<file path="src/rtl/pit_rb_pkg.sv">
package pit_rb_pkg;
  typedef enum logic [1:0] {
    ACC_NONE = 2'b00,
    ACC_LO   = 2'b01,
    ACC_HI   = 2'b10,
    ACC_WORD = 2'b11
  } acc_mode_e;

  localparam logic [1:0] RB_SELECT = 2'b11;

  function automatic logic [7:0] pack_status(input logic pin, input logic nul,
                                             input logic [1:0] acc, input logic [2:0] md,
                                             input logic dec);
    return {pin, nul, acc, md, dec};
  endfunction
endpackage

</file>
<file path="src/rtl/pit_rb_decode.sv">
module pit_rb_decode #(
  parameter int CHAN_ID = 0,
  parameter int NUM_CH  = 3,
  parameter int ADDR_W  = 2,
  parameter int BYTE_W  = 8
) (
  input  logic              clk,
  input  logic              rst_n,
  input  logic              cs_n,
  input  logic              rd_n,
  input  logic              wr_n,
  input  logic [ADDR_W-1:0] addr,
  input  logic [BYTE_W-1:0] din,
  output logic              rd_act,
  output logic              rd_done,
  output logic              cmd_cnt,
  output logic              cmd_stat
);
  import pit_rb_pkg::*;
  localparam logic [ADDR_W-1:0] MY_ADDR   = ADDR_W'(CHAN_ID);
  localparam logic [ADDR_W-1:0] CTRL_ADDR = '1;
  localparam logic [NUM_CH-1:0] MY_BIT    = NUM_CH'(1) << CHAN_ID;
  localparam int                MASK_LSB  = 1;

  logic rd_q, wr_now, wr_q, wr_start, cmd_stb;
  logic [NUM_CH-1:0] mask;
  logic [BYTE_W-1:NUM_CH+1] top_bits;

  assign rd_act   = !cs_n && !rd_n && wr_n && (addr == MY_ADDR);
  assign wr_now   = !cs_n && !wr_n && rd_n;

  always_ff @(posedge clk) begin
    if (!rst_n) begin
      rd_q <= 1'b0;
      wr_q <= 1'b0;
    end else begin
      rd_q <= rd_act;
      wr_q <= wr_now;
    end
  end

  assign rd_done  = rd_q && !rd_act;
  assign wr_start = wr_now && !wr_q && (addr == CTRL_ADDR);
  assign mask     = din[MASK_LSB +: NUM_CH];
  assign top_bits = din[BYTE_W-1:NUM_CH+1];
  assign cmd_stb  = wr_start && (top_bits[BYTE_W-1 -: 2] == RB_SELECT) &&
                    (|(mask & MY_BIT)) && !din[0];
  assign cmd_cnt  = cmd_stb && !top_bits[BYTE_W-3];
  assign cmd_stat = cmd_stb && !top_bits[BYTE_W-4];
endmodule

</file>
<file path="src/rtl/pit_rb_hold.sv">
module pit_rb_hold #(
  parameter int BYTE_W = 8,
  localparam int CNT_W = 2 * BYTE_W
) (
  input  logic              clk,
  input  logic              rst_n,
  input  logic              cmd_cnt,
  input  logic              cmd_stat,
  input  logic              rd_done,
  input  logic [1:0]        acc_mode,
  input  logic [CNT_W-1:0]  live_count,
  input  logic [BYTE_W-1:0] status_now,
  output logic              cnt_held,
  output logic              stat_held,
  output logic [CNT_W-1:0]  cnt_q,
  output logic [BYTE_W-1:0] stat_q,
  output logic              byte_hi
);
  import pit_rb_pkg::*;

  always_ff @(posedge clk) begin
    if (!rst_n) begin
      cnt_held  <= 1'b0;
      stat_held <= 1'b0;
      cnt_q     <= '0;
      stat_q    <= '0;
      byte_hi   <= 1'b0;
    end else begin
      if (rd_done) begin
        if (stat_held) begin
          stat_held <= 1'b0;
        end else if (acc_mode == ACC_WORD) begin
          byte_hi <= !byte_hi;
          if (byte_hi) cnt_held <= 1'b0;
        end else begin
          cnt_held <= 1'b0;
        end
      end
      if (cmd_cnt && !cnt_held) begin
        cnt_held <= 1'b1;
        cnt_q    <= live_count;
      end
      if (cmd_stat && !stat_held) begin
        stat_held <= 1'b1;
        stat_q    <= status_now;
      end
    end
  end
endmodule

</file>
<file path="src/rtl/pit_rb_mux.sv">
module pit_rb_mux #(
  parameter int BYTE_W = 8,
  localparam int CNT_W = 2 * BYTE_W
) (
  input  logic              rd_act,
  input  logic [1:0]        acc_mode,
  input  logic              byte_hi,
  input  logic              cnt_held,
  input  logic              stat_held,
  input  logic [CNT_W-1:0]  cnt_q,
  input  logic [BYTE_W-1:0] stat_q,
  input  logic [CNT_W-1:0]  live_count,
  output logic [BYTE_W-1:0] dout,
  output logic              dout_oe
);
  import pit_rb_pkg::*;
  logic [CNT_W-1:0]  src;
  logic              pick_hi;
  logic [BYTE_W-1:0] sel_byte;

  always_comb begin
    src      = cnt_held ? cnt_q : live_count;
    pick_hi  = (acc_mode == ACC_HI) || ((acc_mode == ACC_WORD) && byte_hi);
    sel_byte = pick_hi ? src[CNT_W-1 -: BYTE_W] : src[BYTE_W-1:0];
    if (stat_held) sel_byte = stat_q;
  end

  assign dout    = rd_act ? sel_byte : '0;
  assign dout_oe = rd_act;
endmodule

</file>
<file path="src/rtl/pit_readback.sv">
module pit_readback #(
  parameter int CHAN_ID = 0,
  parameter int NUM_CH  = 3,
  parameter int BYTE_W  = 8,
  localparam int CNT_W  = 2 * BYTE_W
) (
  input  logic              clk,
  input  logic              rst_n,
  input  logic              cs_n,
  input  logic              rd_n,
  input  logic              wr_n,
  input  logic [1:0]        addr,
  input  logic [BYTE_W-1:0] din,
  input  logic [CNT_W-1:0]  live_count,
  input  logic              out_level,
  input  logic              null_cnt,
  input  logic [1:0]        acc_mode,
  input  logic [2:0]        ctr_mode,
  input  logic              bcd,
  output logic [BYTE_W-1:0] dout,
  output logic              dout_oe
);
  import pit_rb_pkg::*;

  logic rd_act, rd_done, cmd_cnt, cmd_stat;
  logic cnt_held, stat_held, byte_hi;
  logic [CNT_W-1:0]  cnt_q;
  logic [BYTE_W-1:0] stat_q, status_now;

  assign status_now = BYTE_W'(pack_status(out_level, null_cnt, acc_mode, ctr_mode, bcd));

  pit_rb_decode #(.CHAN_ID(CHAN_ID), .NUM_CH(NUM_CH), .ADDR_W(2), .BYTE_W(BYTE_W)) u_dec (
    .clk(clk), .rst_n(rst_n), .cs_n(cs_n), .rd_n(rd_n), .wr_n(wr_n), .addr(addr),
    .din(din), .rd_act(rd_act), .rd_done(rd_done), .cmd_cnt(cmd_cnt), .cmd_stat(cmd_stat));

  pit_rb_hold #(.BYTE_W(BYTE_W)) u_hold (
    .clk(clk), .rst_n(rst_n), .cmd_cnt(cmd_cnt), .cmd_stat(cmd_stat), .rd_done(rd_done),
    .acc_mode(acc_mode), .live_count(live_count), .status_now(status_now),
    .cnt_held(cnt_held), .stat_held(stat_held), .cnt_q(cnt_q), .stat_q(stat_q),
    .byte_hi(byte_hi));

  pit_rb_mux #(.BYTE_W(BYTE_W)) u_mux (
    .rd_act(rd_act), .acc_mode(acc_mode), .byte_hi(byte_hi), .cnt_held(cnt_held),
    .stat_held(stat_held), .cnt_q(cnt_q), .stat_q(stat_q), .live_count(live_count),
    .dout(dout), .dout_oe(dout_oe));
endmodule

</file>
<file path="config.mk">
export PLATFORM = sky130hd
export DESIGN_NAME = pit_readback
export DESIGN_NICKNAME = d
export VERILOG_FILES = /design/src/rtl/pit_rb_pkg.sv /design/src/rtl/pit_rb_decode.sv /design/src/rtl/pit_rb_hold.sv /design/src/rtl/pit_rb_mux.sv /design/src/rtl/pit_readback.sv
export SDC_FILE = /design/constraint.sdc
export NUM_CORES = 1
export LEC_CHECK = 0
export BUFFER_PORTS_ARGS = -buffer_cell sky130_fd_sc_hd__buf_4
export CAP_MARGIN = 20
export CORE_ASPECT_RATIO = 0.8
export CORE_MARGIN = 8
export CORE_UTILIZATION = 45
export CTS_BUF_LIST = sky130_fd_sc_hd__clkbuf_8 sky130_fd_sc_hd__clkbuf_16
export CTS_CLUSTER_SIZE = 14
export DETAILED_ROUTE_END_ITERATION = 6
export GPL_ROUTABILITY_DRIVEN = 0
export GPL_TIMING_DRIVEN = 0
export PLACE_DENSITY = 0.82
export RECOVER_POWER = 25
export SKIP_CTS_REPAIR_TIMING = 1
export SLEW_MARGIN = 20
export SYNTH_ARGS = -nofsm -noshare
export SYNTH_HDL_FRONTEND = slang
export SYNTH_SLANG_ARGS = --single-unit
</file>
<file path="constraint.sdc">
create_clock -name clk -period 1.9 [get_ports clk]
set_input_delay 0.095 -clock clk [delete_from_list [all_inputs] [get_ports clk]]
set_output_delay 0.095 -clock clk [all_outputs]
set_load 0.01 [all_outputs]
</file>
After elaboration in Yosys (flattened, before gate mapping)
Index checks and enable logic that the tools add are counted.
{"block": "word_totals", "register_bits": 29, "in_bits": 39, "output_inout_bits": 9, "word_cells": 58}
{"block": "op_classes", "n_eq_ne": 6, "n_mux": 11, "n_bitwise": 1, "n_reduce_logical": 33}
{"operator": "2-to-1 mux 8 bit", "n": 3}
{"operator": "logical AND 1 bit", "n": 16}
{"operator": "2-to-1 mux 16 bit", "n": 1}
{"operator": "logical NOT 1 bit", "n": 11}
{"operator": "== test 2 bit, second input constant", "n": 4}
{"operator": "2-to-1 mux 1 bit", "n": 7}
{"operator": "AND reduction 3 bit", "n": 2}
{"operator": "nonzero test 2 bit", "n": 2}
{"operator": "inequality test 3 x 2 -> 1 bit, second input constant", "n": 1}
{"operator": "logical NOT 2 bit", "n": 1}
{"operator": "inequality test 2 bit, second input constant", "n": 1}
{"operator": "logical OR 1 bit", "n": 1}
{"operator": "NOT 1 bit", "n": 1}

Longest topological paths before layout
{"block": "depth", "depth_word": 12, "ltp_mapped": 6}

Modules after synthesis
A second synthesis with hierarchy kept.
{"block": "hier_totals", "cells_unflattened": 187, "area_unflattened_um2": 1610.3}
{"module": "pit_rb_hold", "n_inst": 1, "cells_each": 120, "area_per_inst_um2": 1041.0, "seq_area_each_um2": 540.5}
{"module": "pit_rb_mux", "n_inst": 1, "cells_each": 53, "area_per_inst_um2": 445.4, "seq_area_each_um2": 0.0}
{"module": "pit_rb_decode", "n_inst": 1, "cells_each": 14, "area_per_inst_um2": 123.9, "seq_area_each_um2": 40.0}

Worst setup path before layout
OpenSTA, ideal clock, no wires.
{"block": "synth_path", "kind": "register to output", "start": "register u_hold.byte_hi", "end": "output dout[0]", "arrival_time_ns": 1.525, "required_time_ns": 1.805, "setup_slack_ns": 0.280, "stages_incl_launch_ff": 5, "path_buffers": 0, "path_cell_list": "dfxtp_1 > inv_1 > a21boi_2 > mux4_1 > o2bb2ai_1"}
{"block": "synth_via", "elab_chain_cells": 5}
{"element": "start, declared", "line_no": "pit_rb_hold.sv:17", "rtl": "output logic byte_hi"}
{"element": "start signal, assigned", "line_no": "pit_rb_hold.sv:33", "rtl": "byte_hi <= !byte_hi;"}
{"element": "logical AND 1 bit", "line_no": "pit_rb_mux.sv:23", "rtl": "pick_hi = (acc_mode == ACC_HI) || ((acc_mode == ACC_WORD) && byte_hi);"}
{"element": "logical OR 1 bit", "line_no": "pit_rb_mux.sv:23"}
{"element": "2-to-1 mux 8 bit", "line_no": "pit_rb_mux.sv:24", "rtl": "sel_byte = pick_hi ? src[CNT_W-1 -: BYTE_W] : src[BYTE_W-1:0];"}
{"element": "2-to-1 mux 8 bit", "line_no": "pit_rb_mux.sv:25", "rtl": "if (stat_held) sel_byte = stat_q;"}
{"element": "2-to-1 mux 8 bit", "line_no": "pit_rb_mux.sv:28", "rtl": "assign dout = rd_act ? sel_byte : '0;"}
{"element": "end, declared", "line_no": "pit_readback.sv:20", "rtl": "output logic [BYTE_W-1:0] dout,"}
Every way passes these cells.

Worst setup path in the final report
{"block": "layout_path", "start": "register u_hold.byte_hi", "end": "output dout[3]"}
Same word-level chain as after synthesis.

==> flow_metrics.py <==
metrics = {
    "routing": {
        "drc": 0,
        "via_count": 1356,
        "routed-wl-met2_um": 1798,
        "wl_met3_um": 262,
        "routed.top_layer": "met4",
        "drt_iter0_markers": 69,
        "dr.pass1.iters": 4,
        "drt-met1-wl_um": 1677,
        "post_drt_wl_per_cell_um": 14.84,
        "viasPerCell": 5.276,
        "ant_nets": 0,
        "routed_wl_um": 3814,
    },
    "clock_tree": {
        "cts_root_buf": "clkbuf_8",
        "cts_max_level": 2,
        "cts_tree": "done",
        "insertion_delay_ns": 0.28,
        "clockBufferDepth": 2,
        "cts.sinks": 29,
        "cts_buffers": 5,
        "clkTransAtPathRegs_ns": 0.06,
    },
    "grt": {
        "antenna_found_initial": 0,
        "grt.overflow.total": 0,
        "first_global_vias": 1330,
        "grt_pass1_wl_um": 6223,
        "grt_use_total_pct": 15.13,
        "grt_max_degree": 11,
    },
    "logic_synthesis": {
        "syn_nets": 203,
        "synth_top_flop_cell": "dfxtp_1",
        "synth_cells": 164,
        "synth.distinct_cells": 31,
        "synth_area_leaders": "dfxtp_1, nand2_1, mux4_2",
        "syn_area_mm2": 0.001435,
        "synth-async-reset-ratio_pct": 0,
        "synth.most_common_cell": "nand2_1",
        "yosysTopAreaCellShare_pct": 40.45,
        "synth_edf_count": 0,
        "ys_warn_count": 0,
        "seq_area_frac_synth_pct": 40.45,
        "yosysTopAreaCell": "dfxtp_1",
        "avgSynthCellArea_um2": 8.751,
        "synthTopCellsByCount": "nand2_1, dfxtp_1, a21oi_1, o21ai_0, nand3_1",
        "ys_ff_latch": 29,
    },
    "die": {
        "boundaryPins": 48,
        "dieHeight_um": 66.51,
        "placement_rows": 18,
        "core_area_mm2": 0.003063,
        "dieArea_mm2": 0.005264,
        "initial_core_util_pct": 46.85,
        "fp.dieW_um": 79.14,
    },
    "final_layout": {
        "seq_area_um2": 581.8,
        "drive_gt1_share_pct": 32.72,
        "multi_input_area_um2": 794.5,
        "antenna_cells": 0,
        "area_delta_synth_final_pct": 33.74,
        "nets": 255,
        "num-fill-cells": 290,
        "fin_cells": 257,
    },
    "timing": {
        "worst_slew_pin_slew_ns": 0.4806,
        "fmax_mhz": 538.4,
        "period_share_pct": 97.75,
        "setup_viol": 0,
        "slew_headroom_pct": 67.96,
        "hold_viol": 0,
        "whs_ns": 0.06784,
        "skew_ns": 0.005189,
        "rsz0062_at_grt": "yes",
        "drv_slew": 0,
        "min_period_ns": 1.857,
    },
    "setup_path": {
        "rr_worst_depth": 6,
        "worstSetupStartpointType": "flip-flop",
        "required_ns": 1.80,
        "cp_max_fo": 8,
        "cp-end-kind": "primary output",
        "arrival_ns": 1.76,
        "regToRegSetupSlack_ns": 0.18,
        "r2r-end": "u_hold.cnt_q[13]",
        "reg2reg_from": "u_dec.wr_q",
        "path_class": "flip-flop to primary output",
    },
    "min_path": {
        "hp-class": "primary input to flip-flop",
        "min_from": "live_count[3]",
        "hold_end": "u_hold.cnt_q[3]",
        "holdPathStages": 3,
    },
    "run": {
        "cap_violations": 0,
    },
    "placed_design": {
        "dp_hpwl_um": 2869,
        "placed_cells": 248,
        "portBuffers": 44,
    },
    "power_and_ir_drop": {
        "ir_drop_mv": 0.5441,
        "powerDensity_mw_per_mm2": 641.3,
        "power_leakage_nw": 0.7309,
    },
    "status": {
        "outcome": "completed",
    },
}
## final cells by class
cell class	instances	area share [%]
multi-input combinational	122	41.40
buffer	10	2.542
clock buffer	5	3.585
inverter	3	0.5867
sequential	29	30.31
timing repair buffer	45	18.25
clock inverter	3	0.7171
tap	40	2.608
## metrics by stage
step                power (mW)  instance area [um^2]  worst slack [ns]  util (%)  TNS [ns]
floorplan               0.6755                  1435            0.2799         -         0
CTS                      1.230                  1898           -0.3651     61.97    -2.347
finish                   1.231                  1919           0.04273     62.66         0
detailed placement      0.7531                  1815          -0.05704     59.27   -0.1490
global placement        0.7508                  1815          -0.01214     59.27  -0.01810
global route             1.276                  1919          -0.01357     62.66  -0.02621
## per-layer routing
layer / track usage [%] / vias up
met1: 18.43 / 616
met5: 0 / -
met3: 5.108 / 10
li1: - / 682
met4: 6.221 / 0
met2: 24.05 / 48
## worst max path at each step
stage | to | slack [ns] | from
2_1_floorplan | dout[0] | 0.28 | u_hold.byte_hi
3_3_place_gp | dout[2] | -0.01 | u_hold.byte_hi
3_5_place_dp | dout[1] | -0.06 | u_hold.byte_hi
4_1_cts | dout[1] | -0.37 | u_hold.byte_hi
5_1_grt | dout[2] | -0.01 | u_hold.byte_hi
6_report | dout[3] | 0.04 | u_hold.byte_hi
## critical path, stage by stage (launching register included)
cell	delay (ns)
dfxtp_2	0.33
inv_2	0.05
a21boi_4	0.14
buf_12	0.15
mux4_2	0.52
o2bb2ai_2	0.14
buf_4	0.14
## registers in the layout, indices dropped and copies added, names as in the netlist
signal and count:
u_dec.rd_q 1, u_dec.wr_q 1, u_hold.byte_hi 1, u_hold.cnt_held 1
u_hold.cnt_q 16, u_hold.stat_held 1, u_hold.stat_q 8
## cell families after synthesis
group,after synthesis,synth area share (%)
AOI/OAI and AO/OA,39,17.26
xor gates and xnor gates,1,0.6104
buffers and inverters,13,4.184
DFF,29,40.45
muxes,8,13.34
and+or+nand+nor,74,24.15
## power by group
group          internal (mW)  total [mW]  leakage, nW  switching [mW]
Combinational         0.0834       0.138        0.448          0.0550
Sequential             0.609       0.610        0.234        0.000490
Clock                  0.248       0.483       0.0491           0.235
## placed cells by master, fill, tap and decap left out, drive strengths merged
| cell | n |
|---|---|
| clkbuf | 12 |
| a21boi | 1 |
| clkinv | 3 |
| o311a | 1 |
| o21bai | 1 |
| a21oi | 17 |
| xnor2 | 1 |
| o21ai | 10 |
| mux4 | 8 |
| or2 | 1 |
| o2bb2ai | 8 |
| nand3 | 9 |
| dfxtp | 29 |
| and4bb | 1 |
| a21bo | 1 |
| nand2 | 50 |
| and2 | 1 |
| and3 | 1 |
| or4b | 1 |
| nand4 | 2 |
| and4b | 1 |
| nor2 | 5 |
| buf | 48 |
| and4 | 1 |
| inv | 3 |
| nor3b | 1 |
Note: power is estimated with default switching activity, not from simulation.
